## src/rtl/smmw_pkg.sv

```systemverilog
package smmw_pkg;
    localparam logic [3:0] COND_ALWAYS = 4'hE;
    localparam logic [3:0] NO_ACC_IDX  = 4'hF;

    typedef struct packed {
        logic [3:0] rd;
        logic       accumulate;
        logic       subtract;
        logic       round;
        logic       we;
    } ctrl_t;
endpackage

```

## src/rtl/smmw_decode.sv

```systemverilog
module smmw_decode
    import smmw_pkg::*;
(
    input  logic [31:0] insn,
    input  logic        cond_ok,
    output ctrl_t       ctrl
);
    logic unused_insn_bits;
    assign unused_insn_bits = ^{insn[27:20], insn[11:7], insn[4:0]} ^ insn[5];

    always_comb begin
        ctrl            = '0;
        ctrl.rd         = insn[19:16];
        ctrl.accumulate = (insn[15:12] != NO_ACC_IDX);
        ctrl.subtract   = insn[6];
        ctrl.round      = insn[5];
        ctrl.we         = (insn[31:28] == COND_ALWAYS) || cond_ok;
    end
endmodule

```

## src/rtl/smmw_mul_stage.sv

```systemverilog
module smmw_mul_stage
    import smmw_pkg::*;
#(
    parameter int W = 32
) (
    input  logic           clk,
    input  logic           rst,
    input  logic           advance,
    input  logic           take,
    input  logic [W-1:0]   mcand,
    input  logic [W-1:0]   mplier,
    input  logic [W-1:0]   acc,
    input  ctrl_t          ctrl,
    output logic           valid_q,
    output logic [2*W-1:0] prod_q,
    output logic [W-1:0]   acc_q,
    output ctrl_t          ctrl_q
);
    localparam int PW = 2 * W;

    typedef struct packed {
        logic          valid;
        logic [PW-1:0] prod;
        logic [W-1:0]  acc;
        ctrl_t         ctrl;
    } st_t;

    st_t cur_q, nxt_d;
    logic signed [PW-1:0] prod_full;

    assign prod_full = $signed(mcand) * $signed(mplier);

    always_comb begin
        nxt_d = cur_q;
        if (advance) begin
            nxt_d.valid = take;
            if (take) begin
                nxt_d.prod = prod_full;
                nxt_d.acc  = acc;
                nxt_d.ctrl = ctrl;
            end
        end
    end

    always_ff @(posedge clk) begin
        if (rst) begin
            cur_q <= '0;
        end else begin
            cur_q <= nxt_d;
        end
    end

    assign valid_q = cur_q.valid;
    assign prod_q  = cur_q.prod;
    assign acc_q   = cur_q.acc;
    assign ctrl_q  = cur_q.ctrl;

    // an accepted request occupies this stage on the next cycle
    assert_stage_fill_R8: assert property (@(posedge clk) disable iff (rst)
        (advance && take) |=> valid_q);
endmodule

```

## src/rtl/smmw_acc_stage.sv

```systemverilog
module smmw_acc_stage
    import smmw_pkg::*;
#(
    parameter int W = 32
) (
    input  logic           clk,
    input  logic           rst,
    input  logic           advance,
    input  logic           valid,
    input  logic [2*W-1:0] prod,
    input  logic [W-1:0]   acc,
    input  ctrl_t          ctrl,
    output logic           valid_q,
    output logic [W-1:0]   data_q,
    output logic [3:0]     rd_q,
    output logic           we_q
);
    localparam int PW = 2 * W;
    localparam logic [PW-1:0] ROUND_K = PW'(1) << (W - 1);

    typedef struct packed {
        logic         valid;
        logic [W-1:0] data;
        logic [3:0]   rd;
        logic         we;
    } st_t;

    st_t cur_q, nxt_d;
    logic [PW-1:0] hi_acc;
    logic [PW-1:0] mix;
    logic [W-1:0]  unused_low;

    always_comb begin
        hi_acc = {acc, {W{1'b0}}};
        if (!ctrl.accumulate) begin
            mix = prod;
        end else if (ctrl.subtract) begin
            mix = hi_acc - prod;
        end else begin
            mix = hi_acc + prod;
        end
        if (ctrl.round) begin
            mix = mix + ROUND_K;
        end
        unused_low = mix[W-1:0];

        nxt_d = cur_q;
        if (advance) begin
            nxt_d.valid = valid;
            if (valid) begin
                nxt_d.data = mix[PW-1:W];
                nxt_d.rd   = ctrl.rd;
                nxt_d.we   = ctrl.we;
            end
        end
    end

    always_ff @(posedge clk) begin
        if (rst) begin
            cur_q <= '0;
        end else begin
            cur_q <= nxt_d;
        end
    end

    assign valid_q = cur_q.valid;
    assign data_q  = cur_q.data;
    assign rd_q    = cur_q.rd;
    assign we_q    = cur_q.we;

    // a first-stage entry moves to the output when the pipe advances
    assert_stage_drain_R8: assert property (@(posedge clk) disable iff (rst)
        (advance && valid) |=> valid_q);
endmodule

```

## src/rtl/smmw_mac.sv

```systemverilog
module smmw_mac
    import smmw_pkg::*;
#(
    parameter int W = 32
) (
    input  logic         clk,
    input  logic         rst,
    input  logic         in_valid,
    output logic         in_ready,
    input  logic [31:0]  in_insn,
    input  logic [W-1:0] in_mcand,
    input  logic [W-1:0] in_mplier,
    input  logic [W-1:0] in_acc,
    input  logic         in_cond_ok,
    output logic         out_valid,
    input  logic         out_ready,
    output logic [W-1:0] out_data,
    output logic [3:0]   out_rd,
    output logic         out_we
);
    ctrl_t          dec_ctrl;
    ctrl_t          s1_ctrl;
    logic           s1_valid;
    logic [2*W-1:0] s1_prod;
    logic [W-1:0]   s1_acc;
    logic           advance;
    logic           take;

    assign advance  = !out_valid || out_ready;
    assign in_ready = advance;
    assign take     = in_valid && advance;

    smmw_decode u_dec (
        .insn    (in_insn),
        .cond_ok (in_cond_ok),
        .ctrl    (dec_ctrl)
    );

    smmw_mul_stage #(.W(W)) u_mul (
        .clk     (clk),
        .rst     (rst),
        .advance (advance),
        .take    (take),
        .mcand   (in_mcand),
        .mplier  (in_mplier),
        .acc     (in_acc),
        .ctrl    (dec_ctrl),
        .valid_q (s1_valid),
        .prod_q  (s1_prod),
        .acc_q   (s1_acc),
        .ctrl_q  (s1_ctrl)
    );

    smmw_acc_stage #(.W(W)) u_acc (
        .clk     (clk),
        .rst     (rst),
        .advance (advance),
        .valid   (s1_valid),
        .prod    (s1_prod),
        .acc     (s1_acc),
        .ctrl    (s1_ctrl),
        .valid_q (out_valid),
        .data_q  (out_data),
        .rd_q    (out_rd),
        .we_q    (out_we)
    );

    // reset empties the output stage
    assert_reset_clear_R1: assert property (@(posedge clk)
        rst |=> !out_valid);

    // a stalled result stays put
    assert_stall_hold_R9: assert property (@(posedge clk) disable iff (rst)
        (out_valid && !out_ready) |=> (out_valid && $stable(out_data) && $stable(out_rd) && $stable(out_we)));

    // no request is taken while the output is blocked
    assert_stall_block_R9: assert property (@(posedge clk) disable iff (rst)
        (out_valid && !out_ready) |-> !in_ready);

    // unconditional requests always carry write permission
    assert_always_writes_R7: assert property (@(posedge clk) disable iff (rst)
        (take && in_insn[31:28] == COND_ALWAYS) |=> s1_ctrl.we);

    // the destination index is taken from the request
    assert_dest_index_R6: assert property (@(posedge clk) disable iff (rst)
        take |=> (s1_ctrl.rd == $past(in_insn[19:16])));
endmodule

```

## config.mk

```make
export PLATFORM = sky130hd
export DESIGN_NAME = smmw_mac
export DESIGN_NICKNAME = d
export VERILOG_FILES = /design/src/rtl/smmw_pkg.sv /design/src/rtl/smmw_decode.sv /design/src/rtl/smmw_mul_stage.sv /design/src/rtl/smmw_acc_stage.sv /design/src/rtl/smmw_mac.sv
export SDC_FILE = /design/constraint.sdc
export NUM_CORES = 2
export LEC_CHECK = 0
export BUFFER_PORTS_ARGS = -buffer_cell sky130_fd_sc_hd__buf_2
export CAP_MARGIN = 20
export CORE_ASPECT_RATIO = 1.75
export CORE_MARGIN = 10
export CORE_UTILIZATION = 50
export DETAILED_ROUTE_END_ITERATION = 12
export GPL_TIMING_DRIVEN = 0
export PLACE_DENSITY_LB_ADDON = 0.15
export SYNTH_ARGS = -nofsm -noshare
export SYNTH_HDL_FRONTEND = slang
export SYNTH_SLANG_ARGS = --single-unit
```

## constraint.sdc

```tcl
create_clock -name clk -period 7.48 [get_ports clk]
set_input_delay 0.374 -clock clk [delete_from_list [all_inputs] [get_ports clk]]
set_output_delay 0.374 -clock clk [all_outputs]
set_load 0.05 [all_outputs]
```

# [Word-level counts from Yosys, hierarchy flattened]
# Index checks and enable logic that the tools add are counted.
# W data, S select, Z words.
[word_totals] reg_bits=143 input_bits=133 output_inout_bits=39 wordCells=27
[classes] n_addsub=3 n_mul=1 eq_ne=2 muxes=3 n_reduce_logical=6
[ops] cell="$mux W64" n=3
[ops] cell="$add A64 B32 Y64 const B" n=1
[ops] cell="$add A64 B64 Y64" n=1
[ops] cell="$mul A32 B32 Y64" n=1
[ops] cell="$sub A64 B64 Y64" n=1
[ops] cell="$eq A4 B4 Y1 const B" n=1
[ops] cell="$ne A4 B4 Y1 const B" n=1
[ops] cell="$reduce_and A2 Y1" n=2
[ops] cell="$logic_or A1 B1 Y1" n=2
[ops] cell="$logic_and A1 B1 Y1" n=1
[ops] cell="$logic_not A1 Y1" n=1

# [Logic depth before layout (Yosys ltp)]
[logic_depth] word_depth=5 ltp_mapped=32 ltp_nobuf=31

# [Hierarchy]
# Synthesis repeated with hierarchy kept, for this count alone.
[unflattened] hier_cells=5396 area_unflattened_um2=46975.1
[by_module_without_submodules] module="smmw_mul_stage" n_inst=1 cells_each=4344 area_per_inst_um2=39823.2 seq_area_each_um2=2102.0
[by_module_without_submodules] module="smmw_acc_stage" n_inst=1 cells_each=1041 area_per_inst_um2=7064.3 seq_area_each_um2=760.7
[by_module_without_submodules] module="smmw_decode" n_inst=1 cells_each=9 area_per_inst_um2=65.1 seq_area_each_um2=0.0
[by_module_without_submodules] module="smmw_mac" n_inst=1 cells_each=2 area_per_inst_um2=22.5 seq_area_each_um2=0.0

# [Least setup slack after synthesis]
# No wires, ideal clock.
[synth_timing] path_type="input port to flip-flop" from="input port in_mcand[31]" to="register u_mul.cur_q, in the netlist u_mul.prod_q[63]" setup_ns=0.086 t_arrival_ns=7.837 required_time_ns=7.394 path_slack_ns=-0.443 path_stages=28 n_path_buf=2 path_cell_list="clkbuf_1 > nand2_1 > inv_1 > fa_1 > inv_1 > fa_1 > fa_1 > inv_1 > fa_1 > inv_1 > fa_1 > inv_1 > fa_1 > inv_1 > fa_1 > fa_1 > inv_1 > ha_1 > clkbuf_1 > a21o_1 > a21o_1 > a21oi_1 > o21ai_0 > a31o_2 > a311o_1 > a41oi_1 > xnor2_1 > a211oi_1"
[synth_via] elab_chain_cells=1
[synth_rtl] item="start, declared" line_no="smmw_mac.sv:11" rtl="input logic [W-1:0] in_mcand,"
[synth_rtl] item="$mul A32 B32 Y64" line_no="smmw_mul_stage.sv:31" rtl="assign prod_full = $signed(mcand) * $signed(mplier);"
[synth_rtl] item="end signal, assigned" line_no="smmw_mul_stage.sv:49" rtl="cur_q <= nxt_d;"
[synth_rtl] item="end, declared" line_no="smmw_mul_stage.sv:28" rtl="st_t cur_q, nxt_d;"
# No other way between the ends.
# A chain may end at the register's enable or synchronous reset.

# [Worst setup path after layout]
[layout_timing] from="input port in_mcand[12]" to="register u_mul.cur_q, in the netlist u_mul.prod_q[61]"
# The elaborated chain is that of the path after synthesis.

==> parameters.txt <==
Parameter                              Value

Critical path
  Endpoint arrival time on the critical path ... slightly above 8000 ps
  Critical path start-end classification ... in2reg
  Startpoint type of the worst setup path ... input port
  Worst Reg-to-Reg Cells ... 14
  Endpoint type of the worst setup path ... register
  Maximum fanout along the worst path ... 5
  Setup slack of the worst register-to-register path ... between 2000 and 3000 ps
  Required time of the critical path ... approximately 7900 ps

Placement
  Count of input and output buffers ... 153
  Area after DPL ... 0.04851 mm2
  Sum of net half-perimeters after detailed placement ... roughly 160 mm
  Total instance count after detailed placement ... 6565
  Placer's final routability congestion estimate ... 1.073

Floorplan
  Vertical die dimension ... 421.3 um
  Die area ... 0.1050 mm2
  Io pins ... 172
  X dimension of the die ... 249.3 um
  Standard cell core area ... 0.09160 mm2
  Number of rows in the core area ... 147
  Initial standard-cell utilization of the core ... 0.5023

Detailed routing
  Final wirelength ... 200.0 mm
  Via-to-Cell Ratio ... around 5.8
  Number of antenna-violating nets in the routed design ... 0
  DRC violations left ... 0
  Post-DR wirelength/cell ... roughly 29 um
  Count of TritonRoute iterations in the first routing pass ... 7
  Routed vias ... 39610
  Violation count after the first detailed-route iteration ... 2800

Timing
  Pins Over Slew Limit ... 0
  Slew of the pin with the lowest slew margin ... between 1000 and 1500 ps
  Least setup slack across all paths after layout ... -344.5 ps
  Shortest period the worst path allows ... 7824 ps
  Max frequency ... 127.8 MHz
  Final number of hold-violating endpoints ... 0
  RSZ-0062 raised after global routing ... yes
  Worst clock skew ... 31.99 ps
  Setup-failing EPs final ... 10
  Portion of the clock cycle consumed by the worst path in the final layout ... 1.046
  Hold slack final ... 91.31 ps
  Setup TNS ... -1880 ps
  Remaining max-slew budget at the tightest pin ... 0.2440

Yosys
  Number of flops mapped to enable cells by yosys ... 0
  Leading post-synthesis cells by cell area ... sky130_fd_sc_hd__fa_1 (47%), sky130_fd_sc_hd__inv_1 (8.7%), sky130_fd_sc_hd__and2_1 (6.9%), sky130_fd_sc_hd__ha_1 (6.7%), sky130_fd_sc_hd__nand2_1 (6.3%)
  Post-synth net total ... around 6700
  Top cell type by total area after synthesis ... sky130_fd_sc_hd__fa_1
  Sequential element share of the synthesized area ... 0.06222
  Proportion of netlist area held by the largest area contributor ... 0.4712
  Post-synthesis average cell area ... 8.819 um2
  #FFs+latches synth ... 143
  Fraction of synthesis flops using an asynchronous set or reset pin ... 0
  Dominant register cell in the synthesized netlist ... sky130_fd_sc_hd__dfxtp_1
  Synth Cell Area ... roughly 0.046 mm2
  Number of warning messages in the yosys log ... 0
  Cell variety after synth ... 90
  Number of cells produced by synthesis ... 5217

Layout
  Ratio of cells with drive above 1 in the final layout ... 0.1643
  Most common library cell in the layout ignoring fill and taps ... sky130_fd_sc_hd__inv_1
  Area added between synthesis and finish ... 18.73%
  Total number of nets in the final design ... 7064
  Non-filler instance count after layout ... 6819
  Final Cell Area ... 0.05463 mm2
  Most frequent cells in the layout ... sky130_fd_sc_hd__inv_1 (1028), sky130_fd_sc_hd__fa_1 (996), sky130_fd_sc_hd__nand2_1 (768), sky130_fd_sc_hd__and2_1 (474), sky130_fd_sc_hd__ha_1 (222)

Min path
  Worst min-delay path category ... in2reg
  Number of cells traversed by the worst hold path ... 3

Clock network
  Clock tree from TritonCTS ... done
  Clock latency at the later pin of the worst-skew pair ... 520 ps
  H-tree depth ... 4
  Clock-pin transition on the worst setup and hold timing paths ... 60 ps
  Max Root-Sink Buffers ... 3
  Root Buffer Master ... sky130_fd_sc_hd__clkbuf_16
  Number of clock sinks ... 143
  Clock buffers created by TritonCTS ... 25
  Hold bufs inserted after CTS ... 0

Run
  Max cap viols ... 0

GRT
  Global-route wire length before repair ... ~280 mm
  Antenna violations before repair ... 20
  Pin count of the biggest net entering global routing ... 20
  Number of global-route vias before repair ... approximately 42000
  Total congestion overflow after global routing ... 0
  GRT Total Usage ... 0.3758

Status
  Failing checks ... negative setup slack
  Result of the run ... complete, but fails checks
per-layer routing:
layer / routed length [um] / global-route usage
met5: 34 / 0
met4: 23710 / 0.3554
met1: 64160 / 0.3823
met2: 96720 / 0.6358
met3: 15360 / 0.07660
cells by family after synthesis:
group,count (synthesis),share of synthesized area
DFF,143,0.06222
muxes,14,0.003399
buffers and inverters,1356,0.1110
and+or+nand+nor,1690,0.1828
xor gates and xnor gates,99,0.01885
adders and majority gates,1330,0.5384
AOI/OAI and AO/OA,585,0.08340
registers in the layout, summed over array words and instances (netlist names):
signal         flops
u_acc.data_q      32
u_acc.rd_q         4
u_acc.valid_q      1
u_acc.we_q         1
u_mul.acc_q       32
u_mul.ctrl_q       8
u_mul.prod_q      64
u_mul.valid_q      1
per-stage QoR:
stage / util / worst slack [ps]
CTS: 0.5702 / -443.5
global placement: 0.5292 / -2784
floorplan: - / -12.85
detailed placement: 0.5296 / -2814
global route: 0.5960 / -447.5
finish: 0.5964 / -344.5
cell usage after synthesis (7+ instances only):
cell type                     n
sky130_fd_sc_hd__and2_1     509
sky130_fd_sc_hd__nand3b_1    11
sky130_fd_sc_hd__o31a_1       7
sky130_fd_sc_hd__inv_1     1069
sky130_fd_sc_hd__a311oi_1     8
sky130_fd_sc_hd__nor2b_1     16
sky130_fd_sc_hd__and4_1      10
sky130_fd_sc_hd__o211ai_1    18
sky130_fd_sc_hd__xnor2_1     71
sky130_fd_sc_hd__a31oi_1     24
sky130_fd_sc_hd__o31ai_1     18
sky130_fd_sc_hd__nand2_1    777
sky130_fd_sc_hd__a21oi_1    212
sky130_fd_sc_hd__xor2_1      28
sky130_fd_sc_hd__o21bai_1    17
sky130_fd_sc_hd__o21ai_0     83
sky130_fd_sc_hd__clkbuf_1   270
sky130_fd_sc_hd__mux2i_1     10
sky130_fd_sc_hd__a21o_1      53
sky130_fd_sc_hd__ha_1       247
sky130_fd_sc_hd__nor2_1     155
sky130_fd_sc_hd__nor4_1      10
sky130_fd_sc_hd__nand2b_1    37
sky130_fd_sc_hd__or4_1        7
sky130_fd_sc_hd__buf_1        9
sky130_fd_sc_hd__dfxtp_1    143
sky130_fd_sc_hd__nand3_1     39
sky130_fd_sc_hd__nand4_1     23
sky130_fd_sc_hd__or2_2       10
sky130_fd_sc_hd__o21a_1      15
sky130_fd_sc_hd__or3_1       12
sky130_fd_sc_hd__a21boi_0     7
sky130_fd_sc_hd__a211oi_1    38
sky130_fd_sc_hd__and3_1      10
sky130_fd_sc_hd__nor3_1      31
sky130_fd_sc_hd__fa_1      1083
path summary, 6_finish.rpt:
check / from / end
worst min-delay path: in_acc[19] / u_mul.acc_q[19]
worst max register to register: u_mul.prod_q[33] / u_acc.data_q[29]
worst min register to register: u_acc.data_q[9] / u_acc.data_q[9]
worst max-delay path: in_mcand[12] / u_mul.prod_q[61]
cell type report:
| class | count | area, um2 |
|---|---|---|
| Antenna cell | 20 | 50.05 |
| Buffer | 279 | 3311 |
| Clock buffer | 30 | 674.4 |
| Clock inverter | 3 | 65.06 |
| Fill cell | 8226 | 36970 |
| Inverter | 1069 | 4041 |
| Multi-Input combinational cell | 3718 | 39180 |
| Sequential cell | 143 | 2863 |
| Tap cell | 1192 | 1491 |
| Timing Repair Buffer | 365 | 2955 |
critical path, stage by stage:
cell                        delay [ps]
sky130_fd_sc_hd__buf_4             150
sky130_fd_sc_hd__clkbuf_16         160
sky130_fd_sc_hd__and2_4            130
sky130_fd_sc_hd__fa_1              520
sky130_fd_sc_hd__inv_2              50
sky130_fd_sc_hd__fa_2              650
sky130_fd_sc_hd__inv_2              50
sky130_fd_sc_hd__fa_1              550
sky130_fd_sc_hd__fa_1              460
sky130_fd_sc_hd__fa_1              560
sky130_fd_sc_hd__fa_1              430
sky130_fd_sc_hd__fa_1              560
sky130_fd_sc_hd__fa_2              490
sky130_fd_sc_hd__ha_4              300
sky130_fd_sc_hd__nand4_1           160
sky130_fd_sc_hd__or3_4             380
sky130_fd_sc_hd__nor2_4            160
sky130_fd_sc_hd__inv_2              60
sky130_fd_sc_hd__or3_1             320
sky130_fd_sc_hd__o21ba_4           270
sky130_fd_sc_hd__o31ai_4           260
sky130_fd_sc_hd__a31o_2            230
sky130_fd_sc_hd__a311o_1           260
sky130_fd_sc_hd__a31oi_4           120
sky130_fd_sc_hd__or4_4             440
sky130_fd_sc_hd__o311ai_2          100
what timing repair did:
item                                    CTS  global route
resized for setup                       623           437
pin swaps                                58           172
endpoints found under the setup margin   41            31
setup buffers                            81           122
cloned                                    0             6
Power is not shown: default switching activity piles up to over one toggle a cycle in this logic, so the estimate is an artifact.
